**config.mk**
```make
export PLATFORM = sky130hd
export DESIGN_NAME = imm_gen
export DESIGN_NICKNAME = d
export VERILOG_FILES = /design/src/rtl/ig_pkg.sv /design/src/rtl/ig_fmt_decode.sv /design/src/rtl/ig_field_pack.sv /design/src/rtl/ig_sext.sv /design/src/rtl/imm_gen.sv
export SDC_FILE = /design/constraint.sdc
export NUM_CORES = 1
export LEC_CHECK = 0
export BUFFER_PORTS_ARGS = -buffer_cell sky130_fd_sc_hd__buf_2
export CORE_MARGIN = 10
export CORE_UTILIZATION = 61
export DETAILED_ROUTE_END_ITERATION = 10
export PLACE_DENSITY = 0.91
export SETUP_SLACK_MARGIN = 0.1
export SLEW_MARGIN = 20
export SYNTH_ARGS = -nofsm -noshare
export SYNTH_HDL_FRONTEND = slang
export SYNTH_HIERARCHICAL = 1
export SYNTH_SLANG_ARGS = --single-unit
```
**constraint.sdc**
```tcl
create_clock -name vclk -period 3.4
set_input_delay 0.51 -clock vclk [all_inputs]
set_output_delay 0.51 -clock vclk [all_outputs]
set_load 0.02 [all_outputs]
```
**src/rtl/ig_pkg.sv**
```systemverilog
package ig_pkg;
  localparam int INST_W = 32;
  localparam int OPC_W  = 7;
  localparam int IMM_W  = 32;
  localparam int FMT_W  = 3;

  localparam int I_SRC_W = 12;
  localparam int S_SRC_W = 12;
  localparam int B_SRC_W = 13;
  localparam int J_SRC_W = 21;
  localparam int U_SRC_W = 20;
  localparam int U_SHIFT = IMM_W - U_SRC_W;

  localparam logic [OPC_W-1:0] OPC_ALU_IMM = 7'b0010011;
  localparam logic [OPC_W-1:0] OPC_LOAD    = 7'b0000011;
  localparam logic [OPC_W-1:0] OPC_JALR    = 7'b1100111;
  localparam logic [OPC_W-1:0] OPC_STORE   = 7'b0100011;
  localparam logic [OPC_W-1:0] OPC_BRANCH  = 7'b1100011;
  localparam logic [OPC_W-1:0] OPC_UPPER   = 7'b0110111;
  localparam logic [OPC_W-1:0] OPC_JUMP    = 7'b1101111;
  localparam logic [OPC_W-1:0] OPC_REGREG  = 7'b0110011;

  typedef enum logic [FMT_W-1:0] {
    FMT_NONE = 3'd0,
    FMT_I    = 3'd1,
    FMT_S    = 3'd2,
    FMT_B    = 3'd3,
    FMT_U    = 3'd4,
    FMT_J    = 3'd5,
    FMT_REG  = 3'd6
  } ig_fmt_e;
endpackage

```
**src/rtl/ig_fmt_decode.sv**
```systemverilog
module ig_fmt_decode
  import ig_pkg::*;
(
  input  logic [OPC_W-1:0] opcode,
  output ig_fmt_e          fmt,
  output logic             has_imm
);
  always_comb begin
    unique case (opcode)
      OPC_ALU_IMM,
      OPC_LOAD,
      OPC_JALR:   fmt = FMT_I;
      OPC_STORE:  fmt = FMT_S;
      OPC_BRANCH: fmt = FMT_B;
      OPC_UPPER:  fmt = FMT_U;
      OPC_JUMP:   fmt = FMT_J;
      OPC_REGREG: fmt = FMT_REG;
      default:    fmt = FMT_NONE;
    endcase
  end

  assign has_imm = (fmt != FMT_NONE) && (fmt != FMT_REG);
endmodule

```
**src/rtl/ig_field_pack.sv**
```systemverilog
module ig_field_pack
  import ig_pkg::*;
(
  input  logic [INST_W-1:0]  inst,
  output logic [I_SRC_W-1:0] i_raw,
  output logic [S_SRC_W-1:0] s_raw,
  output logic [B_SRC_W-1:0] b_raw,
  output logic [J_SRC_W-1:0] j_raw,
  output logic [U_SRC_W-1:0] u_raw
);
  // register-immediate: one contiguous field at the top
  assign i_raw = inst[31:20];
  // store: upper piece above rs2, lower piece in the rd slot
  assign s_raw = {inst[31:25], inst[11:7]};
  // branch: sign, bit 11 from the rd slot low bit, then 10:5, 4:1, implied 0
  assign b_raw = {inst[31], inst[7], inst[30:25], inst[11:8], 1'b0};
  // jump: sign, 19:12, 11, 10:1, implied 0
  assign j_raw = {inst[31], inst[19:12], inst[20], inst[30:21], 1'b0};
  // upper immediate
  assign u_raw = inst[31:12];
endmodule

```
**src/rtl/ig_sext.sv**
```systemverilog
module ig_sext #(
  parameter int SRC_W = 12,
  parameter int DST_W = 32
) (
  input  logic [SRC_W-1:0] src,
  output logic [DST_W-1:0] dst
);
  localparam int FILL_W = DST_W - SRC_W;

  generate
    if (FILL_W > 0) begin : g_fill
      assign dst = {{FILL_W{src[SRC_W-1]}}, src};
    end else begin : g_pass
      assign dst = src[DST_W-1:0];
    end
  endgenerate
endmodule

```
**src/rtl/imm_gen.sv**
```systemverilog
module imm_gen
  import ig_pkg::*;
(
  input  logic [INST_W-1:0] inst_word,
  output logic [IMM_W-1:0]  imm_value,
  output logic [FMT_W-1:0]  fmt_code,
  output logic              imm_valid
);
  ig_fmt_e            fmt;
  logic               has_imm;
  logic [I_SRC_W-1:0] i_raw;
  logic [S_SRC_W-1:0] s_raw;
  logic [B_SRC_W-1:0] b_raw;
  logic [J_SRC_W-1:0] j_raw;
  logic [U_SRC_W-1:0] u_raw;
  logic [IMM_W-1:0]   i_ext, s_ext, b_ext, j_ext, u_ext;

  ig_fmt_decode u_dec (
    .opcode  (inst_word[OPC_W-1:0]),
    .fmt     (fmt),
    .has_imm (has_imm)
  );

  ig_field_pack u_pack (
    .inst  (inst_word),
    .i_raw (i_raw),
    .s_raw (s_raw),
    .b_raw (b_raw),
    .j_raw (j_raw),
    .u_raw (u_raw)
  );

  ig_sext #(.SRC_W(I_SRC_W), .DST_W(IMM_W)) u_sx_i (.src(i_raw), .dst(i_ext));
  ig_sext #(.SRC_W(S_SRC_W), .DST_W(IMM_W)) u_sx_s (.src(s_raw), .dst(s_ext));
  ig_sext #(.SRC_W(B_SRC_W), .DST_W(IMM_W)) u_sx_b (.src(b_raw), .dst(b_ext));
  ig_sext #(.SRC_W(J_SRC_W), .DST_W(IMM_W)) u_sx_j (.src(j_raw), .dst(j_ext));

  assign u_ext = {u_raw, {U_SHIFT{1'b0}}};

  always_comb begin
    unique case (fmt)
      FMT_I:   imm_value = i_ext;
      FMT_S:   imm_value = s_ext;
      FMT_B:   imm_value = b_ext;
      FMT_U:   imm_value = u_ext;
      FMT_J:   imm_value = j_ext;
      default: imm_value = '0;
    endcase
  end

  assign fmt_code  = fmt;
  assign imm_valid = has_imm;
endmodule

```
==> results of run 1 <==
==> cells in the mapped netlist <==
library cell	count	area, um2
a32oi_1	1	8.76
clkbuf_1	6	22.5
a21o_1	1	7.51
nand3b_1	1	7.51
a22oi_1	24	180
o221ai_1	1	8.76
nor2b_1	1	6.26
nand3_1	1	5.00
mux2i_1	20	200
buf_6	2	22.5
nor3b_2	2	25.0
nor4_2	1	12.5
nand2_1	16	60.1
or2_1	1	6.26
a221o_1	19	190
nor2_1	4	15.0
o21a_1	1	7.51
buf_2	8	40.0
conb_1	1	3.75
and3b_1	2	17.5
a31oi_1	2	12.5
buf_4	206	1550
a211oi_1	2	15.0
o2bb2ai_1	19	166
nand2b_1	2	12.5
==> per-stage QoR <==
step           util (%)  power, W  instances  hold slack [ps]
2_1_floorplan         -  0.000228        345             1170
3_5_place_dp       37.8  0.000115        256             1380
6_report           37.8  0.000114        256             1380
4_1_cts            37.8  0.000116        256             1380
5_1_grt            37.8  0.000126        256             1390
3_3_place_gp       37.8  0.000113        256             1370
==> metal layers <==
| metal | global-route usage (%) | vias to the layer above | routed length, um |
|---|---|---|---|
| li1 | - | 722 | - |
| met1 | 12.4 | 630 | 1850 |
| met2 | 16.3 | 42 | 1830 |
| met3 | 2.96 | 0 | 356 |
| met4 | 0 | 0 | 0 |
| met5 | 0 | - | 0 |
==> cell families after synthesis <==
kind of cell	synth area share [%]
multiplexers	7.70
other	0.144
buffers and inverters	62.8
AND/OR/NAND/NOR	6.45
AO/OA/AOI/OAI	23.0
==> layout make-up <==
cell class	instances	area (um2)
Fill cell	426	2520
Multi-Input combinational cell	123	992
Timing Repair Buffer	83	478
Tap cell	50	62.6
==> final timing paths <==
path | slack (ps) | depth (start not counted) | start | end
setup / recovery | 550 | 9 | inst_word[5] | imm_value[20]
hold / removal | 1380 | 4 | inst_word[11] | imm_value[4]
==> where the power goes <==
part	switching, W	internal (W)
Combinational	0.0000677	0.0000468
Clock	0	0
Sequential	0	0
Total	0.0000677	0.0000468
==> summary.txt, run 1 <==
Most common cell on crit path - buf_2
outcome - complete, no violations
First-pass DRT Iterations - 4
synthesized cell area - 0.00260 mm2
vias per std cell - 5.45
GR Util All Layers - 9.64%
most frequent cells in the layout - buf_2 (68), a22oi_1 (24), mux2i_1 (20), o2bb2ai_1 (19), a221o_1 (19)
Peak VDD IR - 0.0000217 V
post-CTS setup buffer count - 0
CP Cell Sequence - buf_2, nor4_2, a31oi_1, nor2_4, buf_4, mux2i_1, o2bb2ai_1, a221o_1, buf_2
hold_buf cts - 0
Post-Route Setup TNS - 0 ps
pin count of the biggest net entering global routing - 45
register area - 0 um2
Final Setup Violations - 0
core area - 0.00406 mm2
final hold violation count - 0
Final nets - 240
global-route wire length before repair - 6400 um
clkbuf count - 0
crit start category - input port
Initial Util - 64.1%
most common cell after layout, fill and taps aside - buf_2
final setup margin - 550 ps
period utilization - 83.8%
critical path arrival - 2340 ps
FMAX - 351 MHz
critical path class - in2out
Residual DRC - 0
fin. max-slew vios - 0
Avg Cell Area, Syn - 7.56 um2
vias - 1394
1st-iter DRT viols - 78
cell family contributing the most delay on the critical path - simple AND/OR/NAND/NOR gates
HPWL after DPL - 3130 um
Cells after Synth - 344
Design Area, Final - 0.00153 mm2
Crit. End Element - output pin
Distinct cells, synth - 25
PD cells - 74.7 mW/mm2
Worst Path Max Fanout - 10
worst path bufs/invs - 3
DIE WIDTH - 85.3 um
die height - 85.3 um
MaxCap Viol Count - 0
seq_cells - 0
slowest CP cell - nor4_2
synth-to-layout area growth - -41.0%
Overflow after GRT - 0
Antenna Nets Post-Route - 0
gpl congestion - 0.719
unrepaired setup endpoints after global routing - false
fin crit period - 2850 ps
Port Buf Inserts - 68
initial antenna violation count - 0
Placement Setup Slack - 544 ps
WL/cell - 15.8 um
Cell Rows - 23
post-CTS sizing - 0
Ys Warns - 6
Ant. Diodes - 0
fraction of layout cells with a size suffix above 1 - 42.2%
DIE AREA - 0.00727 mm2
Post-DP Area - 0.00153 mm2
Hold Path Class - in2out
Worst Path Required - 2890 ps
io pins - 68
CP peak stage delay - 360 ps
vias in the first global route - 1323
Pleak - 0.703 nW
sequential fraction of the synthesis area - 0%
WL final - 4040 um
No activity file was read; power rests on OpenSTA's default activity.
==> run 2: changes to the inputs <==
--- a/config.mk
+++ b/config.mk
@@ -7,9 +7,9 @@
 export LEC_CHECK = 0
 export BUFFER_PORTS_ARGS = -buffer_cell sky130_fd_sc_hd__buf_2
 export CORE_MARGIN = 10
-export CORE_UTILIZATION = 61
+export CORE_UTILIZATION = 57
 export DETAILED_ROUTE_END_ITERATION = 10
-export PLACE_DENSITY = 0.91
+export PLACE_DENSITY = 0.86
 export SETUP_SLACK_MARGIN = 0.1
 export SLEW_MARGIN = 20
 export SYNTH_ARGS = -nofsm -noshare
==> constraint.sdc (replaced) <==
create_clock -name vclk -period 2.7
set_input_delay 0.405 -clock vclk [all_inputs]
set_output_delay 0.405 -clock vclk [all_outputs]
set_load 0.02 [all_outputs]
==> summary.txt, run 2 (synthesis gave the netlist of run 1 again) <==
outcome - complete, no violations
final hold violation count - 0
initial antenna violation count - 0
total chip power - 0.000170 W
Peak VDD IR - 0.0000287 V
Placement Setup Slack - 107 ps
Pleak - 0.802 nW
crit start category - input port
unrepaired setup endpoints after global routing - false
Overflow after GRT - 0
WL/cell - 16.9 um
Initial Util - 59.3%
global routing's busiest layer - met2
fraction of layout cells with a size suffix above 1 - 48.6%
Final nets - 252
routing usage on met2 - 17.2%
period utilization - 94.2%
MaxCap Viol Count - 0
io pins - 68
Core Util, Final - 41.0%
fin crit period - 2540 ps
critical path class - in2out
clkbuf count - 0
DIE WIDTH - 87.5 um
HPWL after DPL - 3310 um
WL final - 4570 um
gpl congestion - 0.736
Post-Route Setup TNS - 0 ps
register area - 0 um2
Port Buf Inserts - 68
WHS Path Cells - 4
seq_cells - 0
Crit. End Element - output pin
Worst Path Required - 2300 ps
vias per std cell - 5.53
DIE AREA - 0.00766 mm2
critical path arrival - 2140 ps
Cell Rows - 24
most common cell after layout, fill and taps aside - buf_2
hold endpoint - imm_value[0]
Hold Crit Start - inst_word[7]
FMAX - 393 MHz
Residual DRC - 0
synth-to-layout area growth - -30.8%
pin count of the biggest net entering global routing - 43
Hold Path Class - in2out
global-route wire length before repair - 6740 um
fin. max-slew vios - 0
Ant. Diodes - 0
Worst Path Max Fanout - 6
core area - 0.00438 mm2
1st-iter DRT viols - 60
vias in the first global route - 1395
vias - 1492
GR Util All Layers - 9.99%
hold_buf cts - 0
final setup margin - 157 ps
most frequent cells in the layout - buf_2 (55), a22oi_1 (22), buf_4 (22), mux2i_1 (19), a221o_1 (19)
Antenna Nets Post-Route - 0
die height - 87.5 um
Final Setup Violations - 0
GR Util met1 - 12.8%
First-pass DRT Iterations - 4
PD cells - 94.7 mW/mm2
grt met3 use - 2.79%
[run 2: cell types whose count changed in the layout (fill, tap and decap cells not counted), moves of 2 or more]
cell,before,now
a22oi_2,0,2
buf_12,2,4
buf_4,13,22
buf_2,68,55
a22oi_1,24,22
buf_6,0,13
[run 2: repair_timing]
| action | 4_1_cts | 5_1_grt |
|---|---|---|
| gates cloned | 0 | 2 |
| resized for setup | 1 | 40 |
| pin swaps | 0 | 6 |
| setup buffers | 0 | 6 |
| endpoints found under the setup margin | 1 | 19 |
[run 2: final cells by class]
class / instances / area (um2)
Fill cell: 453 / 2580
Tap cell: 52 / 65.1
Timing Repair Buffer: 95 / 692
Multi-Input combinational cell: 123 / 1040
[run 2: layer usage]
layer | routed length (um) | vias up
met5 | 0 | -
met4 | 0 | 0
met3 | 401 | 0
met2 | 2150 | 51
met1 | 2020 | 691
li1 | - | 750
[run 2: worst max-delay path by stage]
stage / startpoint / endpoint / slack (ps) / depth (start not counted)
6_report: inst_word[2] / imm_value[15] / 160 / 11
5_1_grt: inst_word[2] / imm_value[18] / 80 / 11
4_1_cts: inst_word[3] / imm_value[30] / 100 / 8
3_5_place_dp: inst_word[5] / imm_value[28] / 110 / 9
3_3_place_gp: inst_word[3] / imm_value[23] / 180 / 8
2_1_floorplan: inst_word[5] / imm_value[18] / 140 / 8
[run 2: power by group]
part,switching [W],internal (W),leakage (nW),total (W)
Sequential,0,0,0,0
Combinational,0.0000953,0.0000751,0.802,0.000170
Clock,0,0,0,0
[run 2: worst max-delay path: stages]
cell	delay [ps]
buf_6	110
nor4_4	320
a31oi_2	90
nor2_4	230
buf_6	140
nor3b_4	50
buf_6	130
clkbuf_16	140
o2bb2ai_1	110
a221o_1	260
buf_4	160
[run 2: metrics by stage]
stage | area, um2 | instances | hold slack [ps]
floorplan | 2610 | 345 | 939
global placement | 1580 | 262 | 1170
detailed placement | 1580 | 262 | 1170
CTS | 1590 | 262 | 1170
global route | 1800 | 270 | 1180
finish | 1800 | 270 | 1160
